**config.mk**
```make
export PLATFORM = sky130hd
export DESIGN_NAME = wi_burst_planner
export DESIGN_NICKNAME = d
export VERILOG_FILES = /design/src/rtl/wi_burst_planner.sv
export SDC_FILE = /design/constraint.sdc
export NUM_CORES = 1
export LEC_CHECK = 0
export ABC_AREA = 1
export BUFFER_PORTS_ARGS = -buffer_cell sky130_fd_sc_hd__buf_4
export CAP_MARGIN = 40
export CORE_MARGIN = 3
export CORE_UTILIZATION = 40
export CTS_BUF_LIST = sky130_fd_sc_hd__clkbuf_8
export DETAILED_ROUTE_END_ITERATION = 7
export GPL_TIMING_DRIVEN = 0
export HOLD_SLACK_MARGIN = 0.1
export PLACE_DENSITY_LB_ADDON = 0.3
export SLEW_MARGIN = 10
export SYNTH_ARGS = -nofsm -noshare
export SYNTH_HDL_FRONTEND = slang
export SYNTH_SLANG_ARGS = --single-unit
```
**constraint.sdc**
```tcl
create_clock -name clk -period 4 [get_ports clk]
set_input_delay 0.4 -clock clk [delete_from_list [all_inputs] [get_ports clk]]
set_output_delay 0.4 -clock clk [all_outputs]
set_load 0.02 [all_outputs]
```
**src/rtl/wi_burst_planner.sv**
```systemverilog
module wi_burst_planner #(
  parameter int ADDR_W = 32,
  parameter int CNT_W  = 16
) (
  input  logic              clk,
  input  logic              rst_n,
  input  logic              xfer_go,
  input  logic [7:0]        line_words,
  input  logic [7:0]        burst_cap,
  input  logic              one_line_only,
  input  logic [ADDR_W-1:0] xfer_addr,
  input  logic [CNT_W-1:0]  xfer_words,
  input  logic [CNT_W-1:0]  fifo_words,
  input  logic              lat_expired,
  input  logic              beat,
  output logic              burst_start,
  output logic              cmd_wi,
  output logic [7:0]        burst_len,
  output logic              bus_release,
  output logic              xfer_done
);
  localparam int LW = 8;

  typedef enum logic [1:0] {S_IDLE, S_PLAN, S_BURST} state_t;

  state_t            state_q;
  logic [ADDR_W-1:0] addr_q;
  logic [CNT_W-1:0]  rem_q;
  logic [LW-1:0]     cls_q, cap_q, left_q, len_q;
  logic              single_q, wi_q, lat_pend_q;
  logic              start_q, rel_q, done_q;

  function automatic logic [LW-1:0] pow2_floor(input logic [LW-1:0] v);
    logic [LW-1:0] r;
    r = '0;
    for (int i = 0; i < LW; i++) begin
      if (v[i]) begin
        r = '0;
        r[i] = 1'b1;
      end
    end
    return r;
  endfunction

  logic [LW-1:0]    line_mask, off, to_edge, wi_len, mw_a, mw_len, plan_len, nxt_lo;
  logic [CNT_W-1:0] cls_w, cap_w, span, m1, m2;
  logic             cls_legal, cfg_ok, aligned, wi_pick, can_go;
  logic             in_burst, lat_any, next_aligned, stop_here;

  assign line_mask = cls_q - LW'(1);
  assign cls_legal = (cls_q != '0) && !cls_q[0] && ((cls_q & line_mask) == '0);
  assign cfg_ok    = cls_legal && (cls_q <= cap_q);
  assign off       = addr_q[LW-1:0] & line_mask;
  assign aligned   = (off == '0);
  assign to_edge   = cls_q - off;

  assign cls_w = {{(CNT_W-LW){1'b0}}, cls_q};
  assign cap_w = {{(CNT_W-LW){1'b0}}, cap_q};

  assign wi_pick = cfg_ok && aligned && (fifo_words >= cls_w) && (rem_q >= cls_w);

  assign span   = (rem_q < cap_w) ? rem_q : cap_w;
  assign wi_len = single_q ? cls_q : pow2_floor(span[LW-1:0]);

  assign m1     = (rem_q < fifo_words) ? rem_q : fifo_words;
  assign m2     = (m1 < cap_w) ? m1 : cap_w;
  assign mw_a   = m2[LW-1:0];
  assign mw_len = (cfg_ok && !aligned && (to_edge < mw_a)) ? to_edge : mw_a;

  assign plan_len = wi_pick ? wi_len : mw_len;
  assign can_go   = (state_q == S_PLAN) && (rem_q != '0) && (fifo_words != '0);

  assign in_burst     = (state_q == S_BURST);
  assign lat_any      = lat_pend_q | lat_expired;
  assign nxt_lo       = addr_q[LW-1:0] + LW'(1);
  assign next_aligned = ((nxt_lo & line_mask) == '0);
  assign stop_here    = in_burst && beat &&
                        ((left_q == LW'(1)) || (lat_any && (!wi_q || next_aligned)));

  always_ff @(posedge clk or negedge rst_n) begin
    if (!rst_n) begin
      state_q    <= S_IDLE;
      addr_q     <= '0;
      rem_q      <= '0;
      cls_q      <= '0;
      cap_q      <= '0;
      single_q   <= 1'b0;
      wi_q       <= 1'b0;
      len_q      <= '0;
      left_q     <= '0;
      lat_pend_q <= 1'b0;
      start_q    <= 1'b0;
      rel_q      <= 1'b0;
      done_q     <= 1'b0;
    end else begin
      start_q <= 1'b0;
      rel_q   <= 1'b0;
      done_q  <= 1'b0;
      unique case (state_q)
        S_IDLE: begin
          if (xfer_go) begin
            addr_q   <= xfer_addr;
            rem_q    <= xfer_words;
            cls_q    <= line_words;
            cap_q    <= burst_cap;
            single_q <= one_line_only;
            state_q  <= S_PLAN;
          end
        end
        S_PLAN: begin
          if (rem_q == '0) begin
            done_q  <= 1'b1;
            state_q <= S_IDLE;
          end else if (can_go) begin
            wi_q       <= wi_pick;
            len_q      <= plan_len;
            left_q     <= plan_len;
            start_q    <= 1'b1;
            lat_pend_q <= 1'b0;
            state_q    <= S_BURST;
          end
        end
        S_BURST: begin
          if (lat_expired) lat_pend_q <= 1'b1;
          if (beat) begin
            addr_q <= addr_q + ADDR_W'(1);
            rem_q  <= rem_q - CNT_W'(1);
            left_q <= left_q - LW'(1);
          end
          if (stop_here) begin
            rel_q      <= lat_any;
            lat_pend_q <= 1'b0;
            state_q    <= S_PLAN;
          end
        end
        default: state_q <= S_IDLE;
      endcase
    end
  end

  assign burst_start = start_q;
  assign cmd_wi      = wi_q;
  assign burst_len   = len_q;
  assign bus_release = rel_q;
  assign xfer_done   = done_q;
endmodule

```
-- Word level (Yosys, flattened, before mapping)
Cells that the tools add are included.
- output and inout bits: 12
- input port bits: 86
- bits in registers: 88
- logic and storage cells: 116
- $add $sub $neg: 6
- eq/ne operators: 10
- bitwise operators: 5
- reduce and logical (&&, ||, !) cells: 34
- mux-type cells: 41
- magnitude comparators: 7
- operators by type and width (cell ; count):
    two-way mux 8 bit ; 14
    two-way mux 32 bit ; 2
    one-hot mux 32 bit (2 select lines) ; 1
    two-way mux 16 bit ; 3
    adder 32 x 1 -> 32 bit, second input constant ; 1
    >= comparator 16 x 8 -> 1 bit ; 2
    less-than comparator 16 x 8 -> 1 bit ; 2
    one-hot mux 16 bit (2 select lines) ; 1
    nonzero test 16 bit ; 2
    bitwise AND 8 bit ; 3
    zero test 8 bit ; 3
    zero test 16 bit ; 1
    less-than comparator 16 bit ; 1
    one-hot mux 8 bit (2 select lines) ; 1
    subtractor 16 x 1 -> 16 bit, second input constant ; 1
    subtractor 8 x 1 -> 8 bit, second input constant ; 2
    logical AND 1 bit ; 13
    two-way mux 1 bit ; 12
    two-way mux 2 bit ; 5
    AND reduction 3 bit ; 3
    adder 8 x 1 -> 8 bit, second input constant ; 1
    equality test 8 x 1 -> 1 bit, second input constant ; 1
    less-or-equal comparator 8 bit ; 1
    less-than comparator 8 bit ; 1
    other kinds (17) ; 26

-- Depth between registers and ports, before layout
Gate-level depths: netlist (run 1).
- word-level depth: 15
- gate-level depth with buffers: 35
- mapped depth without buffers: 33

-- Least setup slack after synthesis (run 1)
OpenSTA, ideal clock, no wires.
- path kind: input -> register
- start: input fifo_words[15]
- end: register left_q[7]
- path buffers: 2
- setup time: 121 ps
- path slack: -345 ps
- stages on the path: 25
- data required time: 3879 ps
- data arrival time: 4224 ps
- path through: inv_1 ha_1 nand2_1 nor4_1 nand2_2 nand2_4 clkbuf_1 o21ai_0 ha_1 a21oi_1 o211ai_1 a21oi_1 nand2_2 buf_2 nand2_1 o21ai_0 ha_1 a21oi_1 o21ai_0 nor3_2 nand3_1 nand3_1 nand2_1 o21ai_1 nand2_1
- cells in the longest elaborated chain, start to end: 11
- elaborated cells on any way between the ends: 18
- those cells by class: order compare (4); eq/ne (1); mux (7); reduce/logical (6)
- ends and longest elaborated chain (item ; RTL line ; text):
    start: declaration ; 13 ; input logic [CNT_W-1:0] fifo_words,
    less-than comparator 16 bit ; 65 ; assign m1 = (rem_q < fifo_words) ? rem_q : fifo_words;
    two-way mux 16 bit ; 65 ;
    less-than comparator 16 x 8 -> 1 bit ; 66 ; assign m2 = (m1 < cap_w) ? m1 : cap_w;
    two-way mux 8 bit ; 66 ;
    less-than comparator 8 bit ; 68 ; assign mw_len = (cfg_ok && !aligned && (to_edge < mw_a)) ? to_edge : mw_a;
    logical AND 1 bit ; 68 ;
    two-way mux 8 bit ; 68 ;
    two-way mux 8 bit ; 70 ; assign plan_len = wi_pick ? wi_len : mw_len;
    two-way mux 8 bit ; 114 ; end else if (can_go) begin
    two-way mux 8 bit ; 111 ; if (rem_q == '0) begin
    one-hot mux 8 bit (2 select lines) ; 99 ; unique case (state_q)
    end signal: assignment ; 117 ; left_q <= plan_len;
    end signal: assignment ; 128 ; left_q <= left_q - LW'(1);
    end: declaration ; 29 ; logic [LW-1:0] cls_q, cap_q, left_q, len_q;
Parallel ways exist; a longest one is shown, timed or not. The select of a mux whose other input is x is not followed.
A chain may end at the register's enable or synchronous reset.

-- Worst setup path in the final report (run 1)
- start: register rem_q[5]
- end: register left_q[5]
- cells in the longest elaborated chain, start to end: 12
- elaborated cells on any way between the ends: 28
- those cells by class: order compare (5); eq/ne (2); mux (14); reduce/logical (7)
- ends and longest elaborated chain (item ; RTL line ; text):
    start: declaration ; 28 ; logic [CNT_W-1:0] rem_q;
    start signal: assignment ; 103 ; rem_q <= xfer_words;
    start signal: assignment ; 127 ; rem_q <= rem_q - CNT_W'(1);
    branches (longest 12 deep; another with less-than comparator 16 bit) ; - ;
Parallel ways; which one is timed is not known. The select of a mux whose other input is x is not followed.

==> implementation parameters, run 1 <==
Parameter                              Value

Placement
  Detailed-placement wirelength estimate ... between 10,000 and 15,000 microns
  Port Buf Inserts ... 73
  Global placer's final weighted congestion ... ~0.93

Clock network
  Clk root buf ... clkbuf_8
  Number of sinks handled by clock tree synthesis ... between 60 and 70
  Depth of the CTS H-tree ... 3
  Clock edge transition at the registers on the reported setup and hold paths ... 80 ps
  Number of clock buffers inserted by TritonCTS ... 9
  Maximum buffer depth of the clock tree ... 2
  Skew-Pair Late Insertion Delay ... about 370 ps
  TritonCTS clock tree ... built

Global routing
  Overall global routing resource usage ... 0.249
  Congestion Overflow GR ... 0
  Grt met1 use ... 0.333
  Global routing met3 resource utilization ... 0.0411
  Global-route wire length before repair ... 31,500 microns
  Maximum number of pins on one net before global-route repair ... between 40 and 50
  Number of antenna violations at the first check in global routing ... 0
  Met2 Usage GRT ... 0.400
  Most crowded layer after global routing ... met2
  Vias in the first global route ... about 6,000

Outcome
  Violations in the final reports ... setup timing
  Run status ... finished with violations

Layout
  Total of fill cells in the finished design ... approximately 1,300
  Combined flip-flop and latch cell area ... approximately 1600 sq um
  Layout area overhead ... 32.3%
  Multi-input gate area in the final layout ... 4190 sq um
  Total number of nets in the final design ... roughly 1,100
  Ant. Diodes ... 0
  Ratio of cells with drive above 1 in the final layout ... 0.249

STA
  Summed negative setup slack over all endpoints ... -2120 ps
  Fmax ... about 0.24 GHz
  Pin slew with the least headroom to its limit ... between 900 and 1000 ps
  Final setup vio count ... 16
  Post-layout worst setup margin ... -188 ps
  Final hold vios ... 0
  Time the final worst path needs with I/O delays and setup ... roughly 4200 ps
  Normalized max-slew margin ... 0.381
  Fin crit share ... 1.05
  Final Skew ... roughly 12 ps
  RSZ-0062 raised after global routing ... yes
  Final Max Tran Viols ... 0

Floorplan
  Total Die Area ... 15,900 sq um
  Starting Density ... 0.413
  Number of rows in the core area ... 43
  Count of pins on the block boundary ... 98
  Overall die height ... approximately 130 microns
  Horizontal die dimension ... 126 microns
  Placeable Area ... between 10,000 and 15,000 sq um

Synth
  Yosys Warn Count ... 0
  Main flop type after synthesis ... dfrtp_1
  Sequential-to-total area share from yosys stat ... 0.278
  Proportion of synthesized flip-flops having asynchronous set or reset ... 1.00
  Portion of synthesized cell area occupied by the leading cell type ... 0.278
  Count of flip-flops with a built-in enable after synthesis ... 0
  Synth area leaders ... dfrtp_1 (28%), ha_1 (16%), nand2_1 (12%), inv_1 (7.3%), o21ai_0 (6.2%)
  Cell count after synthesis ... about 800
  Post-synthesis net count ... 986
  Count of state elements after synthesis ... 64
  Dominant cell type by area after synthesis ... dfrtp_1
  Mapped Avg Cell Area ... 7.00 sq um
  Number of distinct library cells after synthesis ... 42
  Cell area after synthesis ... about 5800 sq um

Route
  Average wire per cell in the routed design ... roughly 17 microns
  Via-to-Cell Ratio ... 5.52
  Antenna-violating nets left ... 0
  Number of DRC violations after detailed routing ... 0
  Total via count in the routed design ... approximately 6,200
  Length of the first detailed-routing pass in iterations ... 5
  Wire length after detailed routing ... 19,800 microns
  Iter 0 DRT Violations ... a little under 400

Worst setup path
  Data required time of the worst path ... 4300 ps
  Arrival time of the worst setup path ... approximately 4500 ps
  Worst setup path category ... reg -> reg
  Cell type of the slowest stage on the worst timing path ... dfrtp_2
  Largest stage delay, worst path ... approximately 440 ps
  Crit path max fanout ... 8
  Critical Path Sink Type ... register
  Worst setup SP type ... register

Power
  Overall power of the completed layout ... 0.00755 W
  Leakage power ... 3.76 nW
  Power per unit of standard cell area ... between 900 and 1000 nW/um^2
  VDD IR max ... between 0.6 and 0.7 mV

Run
  Count of max-cap constraint violations ... 0

Min path
  Kind of path behind the tightest hold check ... in -> reg
[final timing paths]
check / start / endpoint / slack, ps / cells past startpoint
setup / recovery: rem_q[5]$_DFFE_PN0P_ / left_q[5]$_DFFE_PN0P_ / -190 / 27
hold / removal: burst_cap[3] / cap_q[3]$_DFFE_PN0P_ / 280 / 3
setup reg to reg: rem_q[5]$_DFFE_PN0P_ / left_q[5]$_DFFE_PN0P_ / -190 / 27
hold reg to reg: burst_len[4]$_DFFE_PN0P_ / burst_len[4]$_DFFE_PN0P_ / 490 / 2
max in group asynchronous: rst_n / rem_q[6]$_DFFE_PN0P_ / 2980 / 3
min in group asynchronous: rst_n / cmd_wi$_DFFE_PN0P_ / 470 / 2
[cell usage after synthesis (2+ instances only)]
master,number
a31oi_1,5
o211ai_1,12
nor4_1,9
nand3_1,55
a21oi_1,55
o21ai_0,72
clkbuf_1,14
nand2_2,5
nand2_4,3
nor3_1,9
dfrtp_1,64
nand2_1,179
a2111oi_0,3
buf_1,3
o221ai_1,6
o21ai_1,6
or2_2,2
inv_1,112
o21a_1,6
ha_1,76
o22ai_1,11
nor2_1,72
xor2_1,13
nand4_1,6
xnor2_1,3
inv_2,2
a21o_1,2
buf_2,2
a21boi_0,4
[critical path: cells and delay by family (launching register included)]
family	cells	cell delay (ps)
flops	1	440
simple gates	13	1350
fa+ha+maj	3	700
buf+inv	3	450
compound gates	8	1160
[flip-flops by register name (all words and copies together) (netlist names), 2 cells and up]
name and cells:
burst_len 8, cap_q 8, rem_q 16, left_q 8, state_q 2, addr_q 8, cls_q 8
[power by group]
group	internal, W	total [W]	switching (W)
registers	0.000970	0.00131	0.000340
clock network	0.000282	0.000563	0.000281
logic	0.00223	0.00568	0.00344
total	0.00348	0.00755	0.00406
[metal layers]
layer,wire [microns],part of all wire
met5,0,0
met4,594,0.030
met3,1340,0.068
met2,9300,0.47
met1,8520,0.43
[layout by cell type (no fill, tap or decap), types with 3 or more instances in the layout]
cell type / instances
o21ai_1: 6
clkbuf_1: 13
a21boi_0: 4
o22ai_1: 11
nor2_1: 71
nor4_1: 8
o21a_1: 6
nand2_4: 9
clkinv_2: 3
o21ai_0: 54
nand3_1: 41
o211ai_1: 12
a31oi_1: 5
nand4_1: 6
nand2_1: 156
xor2_1: 13
nand3_2: 14
clkbuf_8: 9
xnor2_1: 3
ha_1: 61
inv_1: 110
nand2_2: 21
buf_1: 4
dfrtp_1: 54
buf_4: 105
o21ai_2: 13
a21oi_2: 7
a21oi_1: 47
ha_4: 13
nor3_1: 9
dfrtp_2: 10
o221ai_1: 6
o21ai_4: 5
[layout make-up]
cell class,instances,share of cell area
Inverter,115,0.0574
Tap cell,180,0.0295
Clock inverter,6,0.00803
Sequential cell,64,0.211
Buffer,19,0.0133
Timing Repair Buffer,112,0.115
Clock buffer,9,0.0162
Multi-Input combinational cell,626,0.549
[cells by family (layout without fill, tap and decap cells)]
| family | after synthesis | in the layout | synth area share |
|---|---|---|---|
| flip-flops | 64 | 64 | 0.278 |
| XOR/XNOR | 16 | 16 | 0.0243 |
| multiplexers | 1 | 1 | 0.00195 |
| AND/OR/NAND/NOR | 344 | 344 | 0.255 |
| buffers and inverters | 134 | 261 | 0.0876 |
| AO/OA/AOI/OAI | 189 | 189 | 0.189 |
| adder cells (fa/ha/maj) | 76 | 76 | 0.165 |
[stage by stage]
stage	setup slack [ps]	util	hold slack, ps	cell area, sq um	cells
2_1_floorplan	24.3	-	104	5800	824
3_3_place_gp	-936	0.470	465	6580	1077
3_5_place_dp	-997	0.472	323	6610	1079
4_1_cts	-94.9	0.526	269	7350	1125
5_1_grt	-363	0.546	289	7630	1131
6_report	-188	0.546	283	7630	1131
[what timing repair did]
item / in CTS / in global routing
resized for setup: 75 / 50
gates cloned: 2 / 0
hold endpoints to repair: 20 / 0
hold buffers: 1 / 0
setup buffers: 28 / 6
endpoints found under the setup margin: 16 / 16
pin swaps: 26 / 33
Note: power is estimated with default switching activity, not from simulation.
==> run 2, diff against run 1 <==
CELL_PAD_IN_SITES_DETAIL_PLACEMENT = 1   (was not set)
CELL_PAD_IN_SITES_GLOBAL_PLACEMENT = 2   (was not set)
CORE_UTILIZATION = 29   (was 40)
==> run 2 against run 1 <==
Net effect: the flow still finishes with violations (setup timing); cell area rose by 2.3%; flip-flop and latch count unchanged; critical path depth unchanged; worst setup slack got worse by 64 ps; register-to-register slack got worse by 60 ps; first-iteration DRC count grew 1.5%; global-route usage down 3.7 points; hold slack worse by 13 ps; clock-buffer cell count is the same; sequential share of layout area decreased by 0.42 points; power grew 3.8%; die area grew 36%; largest cell class unchanged.
==> implementation parameters, run 2 (same netlist as run 1, synthesis figures left out) <==
Parameter                              Value

Layout
  Fraction of the core area covered by cells at the end of the flow ... 0.408
  Ant. Diodes ... 0
  Max FFs per register ... 16
  Leading cell types in the layout, fill and taps excluded ... nand2_1 (161), inv_1 (110), buf_4 (103)
  Layout area overhead ... 35.3%
  Register bank with the most flops ... rem_q
  Ratio of cells with drive above 1 in the final layout ... 0.247
  Multi-input gate area in the final layout ... roughly 4200 sq um
  Total of fill cells in the finished design ... 2,429
  Combined flip-flop and latch cell area ... 1620 sq um
  Total number of nets in the final design ... ~1,100
  Non-Filler Instances ... ~1,200
  Most common cell after layout, fill and taps aside ... nand2_1

Power
  Cell internal pwr ... 0.00359 W
  Net switching share of the total power ... 0.542
  Sequential group share of total power ... 0.171
  Comb power frac ... 0.742
  Power spent charging and discharging nets ... roughly 0.0042 W
  Overall power of the completed layout ... 0.00784 W
  Clock network power share ... 0.087
  Power per unit of standard cell area ... about 1000 nW/um^2
  VDD IR max ... approximately 0.43 mV
  Leakage power ... 3.76 nW

Worst setup path
  Cell type of the slowest stage on the worst timing path ... dfrtp_2
  Largest stage delay, worst path ... 460 ps
  Kind of cell adding the most delay to the critical path ... simple AND/OR/NAND/NOR gates
  Critical path buffer and inverter count ... 3
  Arrival time of the worst setup path ... roughly 4500 ps
  Worst setup SP type ... register
  Worst setup path category ... reg -> reg
  Most used cell along the critical path ... nand2_2
  Critical Path Sink Type ... register
  Crit path max fanout ... 8
  Data required time of the worst path ... 4250 ps

Floorplan
  Total Die Area ... around 22,000 sq um
  Starting Density ... 0.301
  Overall die height ... 147 microns
  Placeable Area ... ~19,000 sq um
  Count of pins on the block boundary ... 98
  Number of rows in the core area ... 50
  Horizontal die dimension ... between 100 and 150 microns

Clock network
  Maximum buffer depth of the clock tree ... 2
  TritonCTS clock tree ... built
  Clock edge transition at the registers on the reported setup and hold paths ... 90 ps
  Number of sinks handled by clock tree synthesis ... 64
  Number of clock buffers inserted by TritonCTS ... 9
  Depth of the CTS H-tree ... 3
  Clk root buf ... clkbuf_8
  Skew-Pair Late Insertion Delay ... ~380 ps

STA
  Fmax ... between 0.2 and 0.25 GHz
  Post-layout worst setup margin ... -252 ps
  Time the final worst path needs with I/O delays and setup ... ~4300 ps
  Summed negative setup slack over all endpoints ... -3250 ps
  RSZ-0062 raised after global routing ... yes
  Final Max Tran Viols ... 0
  Final Skew ... between 10 and 15 ps
  Fin crit share ... 1.06
  Final setup vio count ... 16
  Pin slew with the least headroom to its limit ... about 880 ps
  Normalized max-slew margin ... 0.409
  Final hold vios ... 0

Route
  Length of the first detailed-routing pass in iterations ... 5
  Average wire per cell in the routed design ... roughly 19 microns
  Wire length after detailed routing ... 23,100 microns
  Met1 Wirelength ... roughly 11,000 microns
  Iter 0 DRT Violations ... between 400 and 500
  Top sig layer ... met4
  Number of DRC violations after detailed routing ... 0
  Total via count in the routed design ... 6,168
  Antenna-violating nets left ... 0
  Met2 layer wire length in the routed design ... roughly 11,000 microns
  Via-to-Cell Ratio ... slightly above 5
  Wire length on met3 ... about 1000 microns

Global routing
  Maximum number of pins on one net before global-route repair ... between 50 and 60
  Vias in the first global route ... 6,373
  Overall global routing resource usage ... 0.212
  Number of antenna violations at the first check in global routing ... 0
  Global-route wire length before repair ... around 36,000 microns
  Congestion Overflow GR ... 0

Min path
  Kind of path behind the tightest hold check ... in -> reg

Placement
  Global placer's final weighted congestion ... between 0.8 and 0.9
  Port Buf Inserts ... 73
  Pre-CTS setup slack ... -1110 ps
  Cell total after placement ... 1,160
  Detailed-placement wirelength estimate ... around 17,000 microns

Outcome
  Run status ... finished with violations
  Violations in the final reports ... setup timing

Run
  Count of max-cap constraint violations ... 0
==> run 2: final timing paths <==
| kind | end | slack [ps] | depth (start not counted) | start |
|---|---|---|---|---|
| setup / recovery | left_q[1]$_DFFE_PN0P_ | -250 | 27 | rem_q[15]$_DFFE_PN0P_ |
| hold / removal | rem_q[13]$_DFFE_PN0P_ | 270 | 3 | xfer_words[13] |
| setup reg to reg | left_q[1]$_DFFE_PN0P_ | -250 | 27 | rem_q[15]$_DFFE_PN0P_ |
| hold reg to reg | burst_len[2]$_DFFE_PN0P_ | 500 | 2 | burst_len[2]$_DFFE_PN0P_ |
| max in group asynchronous | rem_q[5]$_DFFE_PN0P_ | 3020 | 3 | rst_n |
| min in group asynchronous | cap_q[2]$_DFFE_PN0P_ | 420 | 2 | rst_n |
==> run 2: worst min-delay path: cells and delay by family <==
kind                   cells  cell delay (ps)
and+or+nand+nor            1               60
AOI/OAI and AO/OA          1               80
buffers and inverters      1               80
==> run 2: final cells by class <==
class	instances	area share
sequential	64	0.207
clock buffer	9	0.0159
clock inverter	7	0.0131
multi-input combinational	626	0.540
inverter	115	0.0556
timing repair buffer	113	0.113
buffer	19	0.0130
tap	260	0.0417
==> run 2: what timing repair did <==
item	in CTS	in global routing
setup endpoints to repair	16	16
gates resized for setup	78	48
pin swaps	21	30
cloned	2	0
buffers inserted	28	5
hold buffers	1	0
endpoints found under the hold margin	12	0
==> run 2: power by group through the flow <==
stage                     sequential, W  combinational, W  clock (W)
final                           0.00134           0.00581   0.000681
after global routing            0.00138           0.00651   0.000725
after CTS                       0.00133           0.00526   0.000701
after detailed placement        0.00141           0.00435          0
after global placement          0.00140           0.00426          0
after floorplan                 0.00127           0.00304          0
==> run 2: per-stage QoR <==
| step | hold WS (ps) | cell area [sq um] |
|---|---|---|
| 2_1_floorplan | 104 | 5800 |
| 3_3_place_gp | 468 | 6680 |
| 3_5_place_dp | 268 | 6710 |
| 4_1_cts | 254 | 7500 |
| 5_1_grt | 261 | 7800 |
| 6_report | 271 | 7800 |
==> run 2: layer usage <==
metal  up-vias  global-route usage
met2       129               0.347
met4         0              0.0503
met5         -                   0
met1      2995               0.293
met3        20              0.0349
li1       3024                   -
==> run 3, diff against run 2 <==
CORE_MARGIN = 2   (was 3)
SETUP_SLACK_MARGIN = 0.15   (was not set)
==> run 3 against run 2 <==
Net effect: the flow still finishes with violations (setup timing); critical path depth shrank 2; flip-flop and latch count is the same; register-to-register slack gained 50 ps; non-clock buffer count shrank 1; final cell count grew 0.33%; largest cell class unchanged.
==> implementation parameters, run 3 (same netlist as run 1, synthesis figures left out) <==
Parameter                              Value

Outcome
  Run status ... finished with violations
  Violations in the final reports ... setup timing

Route
  Wire length after detailed routing ... ~23,000 microns
  Iter 0 DRT Violations ... 266
  Antenna-violating nets left ... 0
  Average wire per cell in the routed design ... about 19 microns
  Via-to-Cell Ratio ... 5.03
  Total via count in the routed design ... 6,122
  Number of DRC violations after detailed routing ... 0
  Length of the first detailed-routing pass in iterations ... 4

Min path
  Kind of path behind the tightest hold check ... in -> reg

Layout
  Register bank with the most flops ... rem_q
  Ratio of cells with drive above 1 in the final layout ... 0.257
  Leading cell types in the layout, fill and taps excluded ... nand2_1 (155), inv_1 (109), buf_4 (105)
  Combined flip-flop and latch cell area ... ~1600 sq um
  Multi-input gate area in the final layout ... around 4300 sq um
  Max FFs per register ... 16
  Total of fill cells in the finished design ... ~2,500
  Ant. Diodes ... 0
  Total number of nets in the final design ... around 1,100
  Most common cell after layout, fill and taps aside ... nand2_1
  Layout area overhead ... 36.5%

Global routing
  Overall global routing resource usage ... 0.217
  Congestion Overflow GR ... 0
  Number of antenna violations at the first check in global routing ... 0
  Maximum number of pins on one net before global-route repair ... 52
  Global-route wire length before repair ... 35,600 microns
  Vias in the first global route ... 6,344

Clock network
  Clk root buf ... clkbuf_8
  Depth of the CTS H-tree ... 3
  TritonCTS clock tree ... built
  Number of sinks handled by clock tree synthesis ... 64
  Maximum buffer depth of the clock tree ... 2
  Skew-Pair Late Insertion Delay ... 370 ps
  Number of clock buffers inserted by TritonCTS ... 9
  Clock edge transition at the registers on the reported setup and hold paths ... ~90 ps

STA
  Time the final worst path needs with I/O delays and setup ... roughly 4200 ps
  Final hold vios ... 0
  Final Max Tran Viols ... 0
  Fin crit share ... 1.05
  Pin slew with the least headroom to its limit ... 947 ps
  Normalized max-slew margin ... 0.363
  RSZ-0062 raised after global routing ... yes
  Post-layout worst setup margin ... -203 ps
  Final setup vio count ... 16
  Final Skew ... between 10 and 15 ps
  Fmax ... 0.238 GHz

Worst setup path
  Worst setup SP type ... register
  Critical Path Sink Type ... register
  Worst setup path category ... reg -> reg
  Crit path max fanout ... 8
  Data required time of the worst path ... ~4200 ps
  Arrival time of the worst setup path ... between 4000 and 5000 ps

Placement
  Global placer's final weighted congestion ... between 0.8 and 0.9
  Pre-CTS setup slack ... -1030 ps
  Detailed-placement wirelength estimate ... around 17,000 microns
  Port Buf Inserts ... 73

Power
  Cell internal pwr ... 0.00360 W
  Power per unit of standard cell area ... around 1000 nW/um^2
  Clock network power share ... 0.086
  Sequential group share of total power ... 0.172
  VDD IR max ... 0.292 mV
  Leakage power ... between 3 and 4 nW
  Comb power frac ... 0.742
  Net switching share of the total power ... 0.543
  Power spent charging and discharging nets ... approximately 0.0043 W
  Overall power of the completed layout ... between 0.007 and 0.008 W

Floorplan
  Overall die height ... between 100 and 150 microns
  Total Die Area ... 21,000 sq um
  Count of pins on the block boundary ... 98
  Horizontal die dimension ... 145 microns
  Starting Density ... 0.296
  Placeable Area ... 19,500 sq um
  Number of rows in the core area ... 51

Run
  Count of max-cap constraint violations ... 0
==> run 3: final timing paths <==
| check | start | endpoint | slack [ps] | cells past startpoint |
|---|---|---|---|---|
| hold / removal | burst_cap[3] | cap_q[3]$_DFFE_PN0P_ | 280 | 3 |
| setup reg to reg | rem_q[15]$_DFFE_PN0P_ | left_q[3]$_DFFE_PN0P_ | -200 | 25 |
| min in group asynchronous | rst_n | cap_q[3]$_DFFE_PN0P_ | 440 | 2 |
| hold reg to reg | burst_len[2]$_DFFE_PN0P_ | burst_len[2]$_DFFE_PN0P_ | 490 | 2 |
| setup / recovery | rem_q[15]$_DFFE_PN0P_ | left_q[3]$_DFFE_PN0P_ | -200 | 25 |
| max in group asynchronous | rst_n | left_q[0]$_DFFE_PN0P_ | 3000 | 3 |
==> run 3: metal layers <==
layer  part of all wire  global-route usage
met4              0.022              0.0672
met2               0.47               0.362
met5                  0                   0
met1               0.48               0.291
met3              0.027              0.0311
==> run 3: cell type report <==
type / instances / area share
Buffer: 19 / 0.0116
Clock buffer: 9 / 0.0157
Clock inverter: 7 / 0.0133
Inverter: 115 / 0.0554
Multi-Input combinational cell: 626 / 0.545
Sequential cell: 64 / 0.205
Tap cell: 265 / 0.0421
Timing Repair Buffer: 112 / 0.111
==> run 3: worst max-delay path, stage by stage, from the launching register on <==
cell and delay (ps):
dfrtp_2 450, ha_4 290, nand2_4 60, nor4_4 280, nand2_2 130, nand2_4 120
buf_8 140, nand2_4 50, o21ai_4 80, ha_4 240, a21oi_2 130, o211ai_1 120
a21oi_2 190, nand2_4 100, buf_6 150, o21ai_4 240, ha_4 250, a21oi_2 150
o21ai_2 80, nor3_4 160, buf_12 170, nand3_2 80, nand3_2 120, nand3_2 110
nand2_1 110, o21ai_1 60
==> run 3: what timing repair did <==
item,4_1_cts,5_1_grt
hold buffers,1,0
setup buffers,28,5
endpoints found under the hold margin,13,0
setup endpoints to repair,16,16
pin swaps,27,28
gates cloned,2,0
resized for setup,70,71
==> run 3: power by group through the flow <==
stage                     clock (W)  sequential [W]  combinational (W)
after floorplan                   0         0.00127            0.00310
after global placement            0         0.00140            0.00431
after detailed placement          0         0.00141            0.00441
after CTS                  0.000696         0.00133            0.00527
after global routing       0.000718         0.00139            0.00650
final                      0.000677         0.00135            0.00584
==> run 3: stage by stage <==
stage          hold WS, ps  cells   util  instance area [sq um]  setup TNS, ps
6_report               281   1217  0.403                   7880          -2290
5_1_grt                270   1217  0.403                   7880          -5420
4_1_cts                261   1212  0.384                   7500          -2640
3_5_place_dp           277   1165  0.345                   6730         -15310
3_3_place_gp           467   1162  0.343                   6700         -15080
2_1_floorplan          104    824      -                   5820              0
